## config.mk

```make
export PLATFORM = sky130hd
export DESIGN_NAME = burst_start_seq
export DESIGN_NICKNAME = d
export VERILOG_FILES = /design/src/rtl/bss_pkg.sv /design/src/rtl/bss_interval_timer.sv /design/src/rtl/bss_phase_fsm.sv /design/src/rtl/burst_start_seq.sv
export SDC_FILE = /design/constraint.sdc
export NUM_CORES = 1
export LEC_CHECK = 0
export CORE_MARGIN = 5
export CORE_UTILIZATION = 40
export DETAILED_ROUTE_END_ITERATION = 8
export GPL_TIMING_DRIVEN = 0
export PLACE_DENSITY_LB_ADDON = 0.15
export SETUP_SLACK_MARGIN = 0.05
export SLEW_MARGIN = 30
export SYNTH_ARGS = -nofsm -noshare
export SYNTH_HDL_FRONTEND = slang
export SYNTH_SLANG_ARGS = --single-unit
```

## constraint.sdc

```tcl
create_clock -name clk -period 1.8 [get_ports clk]
set_clock_uncertainty 0.2 [all_clocks]
set_input_delay 0.45 -clock clk [delete_from_list [all_inputs] [get_ports clk]]
set_output_delay 0.45 -clock clk [all_outputs]
set_load 0.05 [all_outputs]
```

## src/rtl/bss_pkg.sv

```systemverilog
package bss_pkg;

   typedef enum logic [2:0] {
      PH_IDLE   = 3'd0,
      PH_WAKE   = 3'd1,
      PH_PGWAIT = 3'd2,
      PH_ZCWAIT = 3'd3,
      PH_SWITCH = 3'd4
   } phase_e;

   // Rounds an interval in ns up to whole clock cycles, never below one.
   function automatic int unsigned ns_to_cycles(longint unsigned hz, longint unsigned ns);
      longint unsigned c;
      c = (hz * ns + 64'd999_999_999) / 64'd1_000_000_000;
      if (c < 1) c = 1;
      return int'(c);
   endfunction

endpackage

```

## src/rtl/bss_interval_timer.sv

```systemverilog
module bss_interval_timer #(
   parameter int CNT_W = 9
) (
   input  logic             clk,
   input  logic             rst_n,
   input  logic             clr,
   input  logic             en,
   input  logic [CNT_W-1:0] term,
   output logic             hit
);

   logic [CNT_W-1:0] cnt;

   assign hit = (cnt == term);

   always_ff @(posedge clk or negedge rst_n) begin
      if (!rst_n)
         cnt <= '0;
      else if (clr)
         cnt <= '0;
      else if (en && !hit)
         cnt <= cnt + 1'b1;
   end

   // The count never runs past the terminal value while it is counting.
   assert_cnt_in_range_R2: assert property (@(posedge clk) disable iff (!rst_n)
      (en && !clr) |-> (cnt <= term));

endmodule

```

## src/rtl/bss_phase_fsm.sv

```systemverilog
module bss_phase_fsm
   import bss_pkg::*;
(
   input  logic   clk,
   input  logic   rst_n,
   input  logic   run_en,
   input  logic   pgood,
   input  logic   zc_pulse,
   input  logic   wake_hit,
   input  logic   zc_hit,
   output phase_e phase,
   output logic   enter_zc,
   output logic   strobe,
   output logic   sw_en
);

   phase_e nxt;

   always_comb begin
      nxt = phase;
      if (!run_en) begin
         nxt = PH_IDLE;
      end else begin
         unique case (phase)
            PH_IDLE:   nxt = PH_WAKE;
            PH_WAKE:   if (wake_hit) nxt = pgood ? PH_ZCWAIT : PH_PGWAIT;
            PH_PGWAIT: if (pgood) nxt = PH_ZCWAIT;
            PH_ZCWAIT: if (zc_pulse || zc_hit) nxt = PH_SWITCH;
            PH_SWITCH: nxt = PH_SWITCH;
            default:   nxt = PH_IDLE;
         endcase
      end
   end

   assign enter_zc = (nxt == PH_ZCWAIT) && (phase != PH_ZCWAIT);
   assign strobe   = run_en && (phase == PH_ZCWAIT) && (zc_pulse || zc_hit);
   assign sw_en    = run_en && ((phase == PH_SWITCH) || strobe);

   always_ff @(posedge clk or negedge rst_n) begin
      if (!rst_n)
         phase <= PH_IDLE;
      else
         phase <= nxt;
   end

   assert_idle_after_drop_R1: assert property (@(posedge clk) disable iff (!rst_n)
      !run_en |=> (phase == PH_IDLE));

   assert_wake_before_zc_R2: assert property (@(posedge clk) disable iff (!rst_n)
      (phase == PH_ZCWAIT && $past(phase) != PH_ZCWAIT) |-> $past(wake_hit));

   assert_pgood_gates_zc_R3: assert property (@(posedge clk) disable iff (!rst_n)
      (phase == PH_ZCWAIT && $past(phase) != PH_ZCWAIT) |-> $past(pgood));

   assert_strobe_single_R9: assert property (@(posedge clk) disable iff (!rst_n)
      strobe |=> !strobe);

   assert_switch_after_strobe_R9: assert property (@(posedge clk) disable iff (!rst_n)
      strobe |=> (phase == PH_SWITCH));

endmodule

```

## src/rtl/burst_start_seq.sv

```systemverilog
module burst_start_seq
   import bss_pkg::*;
#(
   parameter longint unsigned CLK_HZ       = 125_000_000,
   parameter int unsigned     WAKE_NS      = 2200,
   parameter int unsigned     ZC_NS        = 2200,
   parameter bit              SHARED_TIMER = 1'b1
) (
   input  logic       clk,
   input  logic       rst_n,
   input  logic       run_en,
   input  logic       pgood,
   input  logic       zc_pulse,
   output logic       first_strobe,
   output logic       sw_en,
   output logic [2:0] wait_phase
);

   localparam int unsigned WAKE_CYC = ns_to_cycles(CLK_HZ, longint'(WAKE_NS));
   localparam int unsigned ZC_CYC   = ns_to_cycles(CLK_HZ, longint'(ZC_NS));
   localparam int unsigned MAX_CYC  = (WAKE_CYC > ZC_CYC) ? WAKE_CYC : ZC_CYC;
   localparam int          CNT_W    = (MAX_CYC > 1) ? $clog2(MAX_CYC) : 1;
   localparam logic [CNT_W-1:0] WAKE_TERM = CNT_W'(WAKE_CYC - 1);
   localparam logic [CNT_W-1:0] ZC_TERM   = CNT_W'(ZC_CYC - 1);

   if (CLK_HZ == 0) begin : g_bad_clk
      $error("burst_start_seq: CLK_HZ must be nonzero");
   end
   if (WAKE_NS == 0 || ZC_NS == 0) begin : g_bad_interval
      $error("burst_start_seq: intervals must be nonzero");
   end

   phase_e phase;
   logic   enter_zc;
   logic   wake_hit;
   logic   zc_hit;

   bss_phase_fsm u_fsm (
      .clk      (clk),
      .rst_n    (rst_n),
      .run_en   (run_en),
      .pgood    (pgood),
      .zc_pulse (zc_pulse),
      .wake_hit (wake_hit),
      .zc_hit   (zc_hit),
      .phase    (phase),
      .enter_zc (enter_zc),
      .strobe   (first_strobe),
      .sw_en    (sw_en)
   );

   if (SHARED_TIMER) begin : g_shared
      logic             hit;
      logic [CNT_W-1:0] term;
      assign term = (phase == PH_ZCWAIT) ? ZC_TERM : WAKE_TERM;

      bss_interval_timer #(.CNT_W(CNT_W)) u_tmr (
         .clk   (clk),
         .rst_n (rst_n),
         .clr   (enter_zc || phase == PH_IDLE),
         .en    (phase == PH_WAKE || phase == PH_ZCWAIT),
         .term  (term),
         .hit   (hit)
      );
      assign wake_hit = hit;
      assign zc_hit   = hit;
   end else begin : g_split
      bss_interval_timer #(.CNT_W(CNT_W)) u_wake_tmr (
         .clk   (clk),
         .rst_n (rst_n),
         .clr   (phase == PH_IDLE),
         .en    (phase == PH_WAKE),
         .term  (WAKE_TERM),
         .hit   (wake_hit)
      );
      bss_interval_timer #(.CNT_W(CNT_W)) u_zc_tmr (
         .clk   (clk),
         .rst_n (rst_n),
         .clr   (phase != PH_ZCWAIT),
         .en    (phase == PH_ZCWAIT),
         .term  (ZC_TERM),
         .hit   (zc_hit)
      );
   end

   assign wait_phase = phase;

   // The wait phases are left only forward or back to idle, never skipped backwards.
   assert_no_backstep_R8: assert property (@(posedge clk) disable iff (!rst_n)
      (run_en && $past(run_en) && $past(phase) == PH_SWITCH) |-> (phase == PH_SWITCH));

endmodule

```

Word-level counts from Yosys, hierarchy flattened:

Index checks and enable logic that the tools add are counted.

* register bits after elaboration: 12
* input bits: 5
* output and inout port bits: 5

* $add $sub $neg: 1
* equality and inequality tests: 7
* mux-type cells: 8
* reduce and logical (&&, ||, !) cells: 12

Operators by type and width (count)
* 9-bit two-way mux: 2
* 3-bit one-hot mux with 5 select lines: 1
* 3-bit two-way mux: 4
* 9-bit by 1-bit adder with 9-bit output, second input constant: 1
* 3-bit by 2-bit equality test with 1-bit output, second input constant: 3
* 9-bit equality test, second input constant: 1
* 1-bit logical AND: 5
* 1-bit logical OR: 4
* 3-bit by 1-bit equality test with 1-bit output, second input constant: 1
* 3-bit equality test, second input constant: 1
* 3-bit zero test: 1
* 3-bit by 2-bit != test with 1-bit output, second input constant: 1
* 2-bit nonzero test: 1
* 1-bit zero test: 1
* 1-bit two-way mux: 1

Depth between registers and ports, before layout:

* word-level depth: 9
* depth in mapped cells: 7
* mapped depth without buffers: 6

By module:

A second synthesis with hierarchy kept.

* cells, all modules: 88
* area, all modules: 818.3 um^2

Modules (own cells, without submodules)
* bss_interval_timer: times used 1, cells an instance 65, area an instance 606.8 um^2, sequential area each 225.2 um^2
* bss_phase_fsm: times used 1, cells an instance 18, area an instance 183.9 um^2, sequential area each 75.1 um^2
* burst_start_seq: times used 1, cells an instance 5, area an instance 27.5 um^2, sequential area each 0.0 um^2

Least setup slack after synthesis:

OpenSTA, ideal clock, no wires.

* path type: register to output
* start point: register g_shared.u_tmr.cnt[2]
* end point: output port sw_en
* arrival: 2.068 ns
* setup slack: -0.918 ns
* stages on the path, launching flop included: 5
* path through: dfrtp_1 > or4_4 > nor2_1 > o211ai_1 > o32ai_1

* word-level cells in the longest chain between the ends: 5

RTL lines
* start: declaration: line bss_interval_timer.sv:12 `logic [CNT_W-1:0] cnt;`
* start signal: assignment: line bss_interval_timer.sv:22 `cnt <= cnt + 1'b1;`
* 9-bit equality test: line bss_interval_timer.sv:14 `assign hit = (cnt == term);`
* 1-bit logical OR: line bss_phase_fsm.sv:36 `assign strobe = run_en && (phase == PH_ZCWAIT) && (zc_pulse || zc_hit);`
* 1-bit logical AND: line bss_phase_fsm.sv:36
* 1-bit logical OR: line bss_phase_fsm.sv:37 `assign sw_en = run_en && ((phase == PH_SWITCH) || strobe);`
* 1-bit logical AND: line bss_phase_fsm.sv:37
* end: declaration: line burst_start_seq.sv:15 `output logic sw_en,`

No other way between the ends.

Worst setup path after layout:

* start point: register g_shared.u_tmr.cnt[7]
* end point: output port first_strobe

* word-level cells in the longest chain between the ends: 3

RTL lines
* 9-bit equality test: line bss_interval_timer.sv:14
* 1-bit logical OR: line bss_phase_fsm.sv:36
* 1-bit logical AND: line bss_phase_fsm.sv:36
* end: declaration: line burst_start_seq.sv:14 `output logic first_strobe,`

No other way between the ends.

==> load_flow_metrics.sql <==
INSERT INTO impl_metrics (metric_group, metric, value, unit) VALUES
('run_status', 'status', 'finished with violations', ''),
('run_status', 'failed_checks', 'setup timing', ''),
('die', 'core-area', '1690', 'µm²'),
('synth', 'synth.largest_area_cell', 'sky130_fd_sc_hd__dfrtp_1', ''),
('route', 'firstDrtPassIters', '4', ''),
('synth', 'ys.warnings.count', '0', ''),
('synth', 'synthesis.nets', '78', ''),
('die', 'fp.dieW', '51.5', 'µm'),
('timing', 'setup_violations', '12', ''),
('setup_path', 'critical_path.cell_chain', 'or4_4 -> nor2_4 -> o211ai_1 -> buf_4 -> nor2_4 -> buf_8', ''),
('place', 'gp_routability_congestion', '0.733', ''),
('cts', 'cts.clk_slew.worst_paths', '0.08', 'ns'),
('cells_and_area', 'final_cell_area', '938', 'µm²'),
('setup_path', 'critical_path.max_fanout', '3', ''),
('place', 'dpl-instance-area', '837', 'µm²'),
('timing', 'fin_crit_sh', '1.47', ''),
('route', 'post_drt_wl_per_cell', '12.8', 'µm'),
('setup_path', 'crit_type', 'reg -> out', ''),
('pwr', 'power.share.combinational', '0.118', ''),
('setup_path', 'worst_setup_path_end_kind', 'primary output', ''),
('setup_path', 'cp.required', '1.15', 'ns'),
('pwr', 'switchingPower', '0.132', 'mW'),
('synth', 'synth_top_area_share', '0.436', ''),
('timing', 'worst_pin_slew', '0.518', 'ns'),
('cts', 'cts.htree.levels', '1', ''),
('timing', 'period_needed', '2.65', 'ns'),
('die', 'chipHeight', '51.5', 'µm'),
('global_route', 'grt-ovfl-total', '0', ''),
('pwr', 'power.leakage', '0.416', 'nW'),
('synth', 'post_synthesis_sequential_area_ratio', '0.436', ''),
('cts', 'cts_tree', 'yes', ''),
('route', 'route.detailed.vias_per_inst', '5.27', ''),
('route', 'drt_iter0_markers', '7', ''),
('timing', 'fmax', '377', 'MHz'),
('setup_path', 'crit_path_top_delay_cell', 'sky130_fd_sc_hd__or4_4', ''),
('die', 'die_area', '2650', 'µm²'),
('die', 'io_pins', '10', ''),
('timing', 'slew_headroom', '0.654', ''),
('synth', 'synthesis.area', '689', 'µm²'),
('cells_and_area', 'area_growth', '36.1', '%'),
('die', 'starting_density_of_the_core', '0.408', ''),
('synth', 'syn-mean-instance-area', '9.71', 'µm²'),
('cells_and_area', 'final_layout_size_suffix_gt1_frac', '0.315', ''),
('place', 'dpl.hpwl', '1030', 'µm'),
('synth', 'synth_cell_types', '30', ''),
('place', 'io_buffer_count', '9', ''),
('cts', 'cts.hold.buffers_added', '0', ''),
('cts', 'clock_tree.root_cell', 'sky130_fd_sc_hd__clkbuf_4', ''),
('cts', 'insertion_delay', '0.28', 'ns'),
('timing', 'timing_max_transition_violations_final', '0', ''),
('synth', 'synth.area.top_cells', 'sky130_fd_sc_hd__dfrtp_1, sky130_fd_sc_hd__nor2_1, sky130_fd_sc_hd__xnor2_1', ''),
('cells_and_area', 'design.final.nets', '100', ''),
('cts', 'clk_sinks', '12', ''),
('cts', 'clock_tree.buffer_depth', '2', ''),
('route', 'route.vias.total', '574', ''),
('pwr', 'sw_frac_of_total', '0.236', ''),
('pwr', 'power.internal', '0.428', 'mW'),
('timing', 'finalWorstSetupSlack', '-0.854', 'ns'),
('timing', 'final_hold_viol_count', '0', ''),
('global_route', 'grt_antenna_before_repair', '0', ''),
('flow_run', 'cap_viol_max_count', '0', ''),
('pwr', 'pwr-share-seq', '0.501', ''),
('global_route', 'grt_total_usage', '0.132', ''),
('route', 'final_antenna_net_count', '0', ''),
('route', 'drc', '0', ''),
('pwr', 'powerDensity', '597', 'nW/µm²'),
('global_route', 'via_count_of_the_first_global_routing_pass', '562', ''),
('cells_and_area', 'layout.cells.most_common', 'sky130_fd_sc_hd__dfrtp_1', ''),
('setup_path', 'startpoint_type', 'flop', ''),
('cells_and_area', 'commonest_cells_after_routing_fill_and_taps_aside', 'sky130_fd_sc_hd__dfrtp_1, sky130_fd_sc_hd__nor2_1, sky130_fd_sc_hd__buf_4', ''),
('pwr', 'report.power.total', '0.560', 'mW');
power groups by stage:
stage | logic [mW] | registers, mW | clock network [mW]
2_1_floorplan | 0.0339 | 0.289 | 0
3_3_place_gp | 0.0607 | 0.286 | 0
3_5_place_dp | 0.0614 | 0.287 | 0
4_1_cts | 0.0671 | 0.281 | 0.221
5_1_grt | 0.0748 | 0.281 | 0.236
6_report | 0.0661 | 0.280 | 0.214
critical path, delay by kind of cell (launching register included):
family	cells	cell delay (ns)
AO/OA/AOI/OAI	1	0.21
buffers and inverters	2	0.38
flip-flops	1	0.39
AND/OR/NAND/NOR	3	0.75
final cells by class:
class | instances | area [µm²]
repair buffers | 17 | 151
fillers | 161 | 751
clock buffers | 4 | 36.3
plain buffers | 3 | 20.0
flip-flops and latches | 12 | 303
well taps | 17 | 21.3
multi-input cells | 54 | 399
inverters | 2 | 7.51
cells by family (layout without fill, tap and decap cells):
logic type,count (synthesis),after routing,share of synthesized area
simple gates,33,33,0.263
flops,12,12,0.436
compound gates,10,10,0.107
xor+xnor,7,7,0.0889
buf+inv,5,26,0.0399
fa+ha+maj,2,2,0.0363
mux,2,2,0.0290
final timing paths:
path	start	to	slack [ns]	cells after the start
max	g_shared.u_tmr.cnt[7]	first_strobe	-0.85	6
min in group clk	g_shared.u_tmr.cnt[8]	g_shared.u_tmr.cnt[8]	0.35	2
max reg2reg	g_shared.u_tmr.cnt[7]	u_fsm.phase[2]	-0.12	5
min reg2reg	g_shared.u_tmr.cnt[8]	g_shared.u_tmr.cnt[8]	0.35	2
max in group asynchronous	rst_n	u_fsm.phase[1]	0.72	1
min	rst_n	g_shared.u_tmr.cnt[4]	0.31	1
metrics by stage:
step | util | hold WS [ns] | setup TNS, ns | setup WS [ns] | std cells
after CTS | 0.556 | 0.335 | -2.47 | -0.861 | 109
final | 0.556 | 0.308 | -2.34 | -0.854 | 109
after floorplan | - | -0.0456 | -1.02 | -0.540 | 71
after global placement | 0.496 | 0.338 | -4.04 | -1.25 | 97
after global routing | 0.556 | 0.349 | -3.51 | -0.928 | 109
after detailed placement | 0.496 | 0.342 | -4.25 | -1.28 | 97
routing by layer:
layer,share of wire,up-vias,track usage
met3,0.050,2,0.0544
li1,-,294,-
met2,0.48,7,0.210
met1,0.46,271,0.152
met4,0.012,0,0.0655
met5,0,-,0
sequential cells by signal (all words and copies together) (netlist names):
| register | flops |
|---|---|
| u_fsm.phase | 3 |
| g_shared.u_tmr.cnt | 9 |
synth_stat cells:
library cell and instances:
sky130_fd_sc_hd__clkbuf_1 1, sky130_fd_sc_hd__nor2b_1 2, sky130_fd_sc_hd__nand3b_1 2, sky130_fd_sc_hd__dfrtp_1 12
sky130_fd_sc_hd__mux2i_1 2, sky130_fd_sc_hd__or3_1 1, sky130_fd_sc_hd__or4_4 1, sky130_fd_sc_hd__nand4_1 3
sky130_fd_sc_hd__nor4_2 1, sky130_fd_sc_hd__xor2_1 3, sky130_fd_sc_hd__nor3_1 2, sky130_fd_sc_hd__nand2b_1 1
sky130_fd_sc_hd__buf_2 1, sky130_fd_sc_hd__o21ba_2 1, sky130_fd_sc_hd__nand2_1 6, sky130_fd_sc_hd__inv_1 2
sky130_fd_sc_hd__ha_1 2, sky130_fd_sc_hd__nand4b_1 1, sky130_fd_sc_hd__o21ai_1 1, sky130_fd_sc_hd__o32ai_1 2
sky130_fd_sc_hd__o211ai_1 1, sky130_fd_sc_hd__a31o_2 1, sky130_fd_sc_hd__o21ai_0 1, sky130_fd_sc_hd__a21oi_1 2
sky130_fd_sc_hd__xnor2_1 4, sky130_fd_sc_hd__o211a_1 1, sky130_fd_sc_hd__and4b_1 1, sky130_fd_sc_hd__buf_6 1
sky130_fd_sc_hd__nor2_1 11, sky130_fd_sc_hd__and3_1 1
timing repair:
action                                  CTS  global route
gates cloned                              0             0
gates resized for setup                  26             0
setup buffers                             8             0
pin swaps                                 3             2
endpoints found under the setup margin   17            15
(Power assumes the default switching activity.)
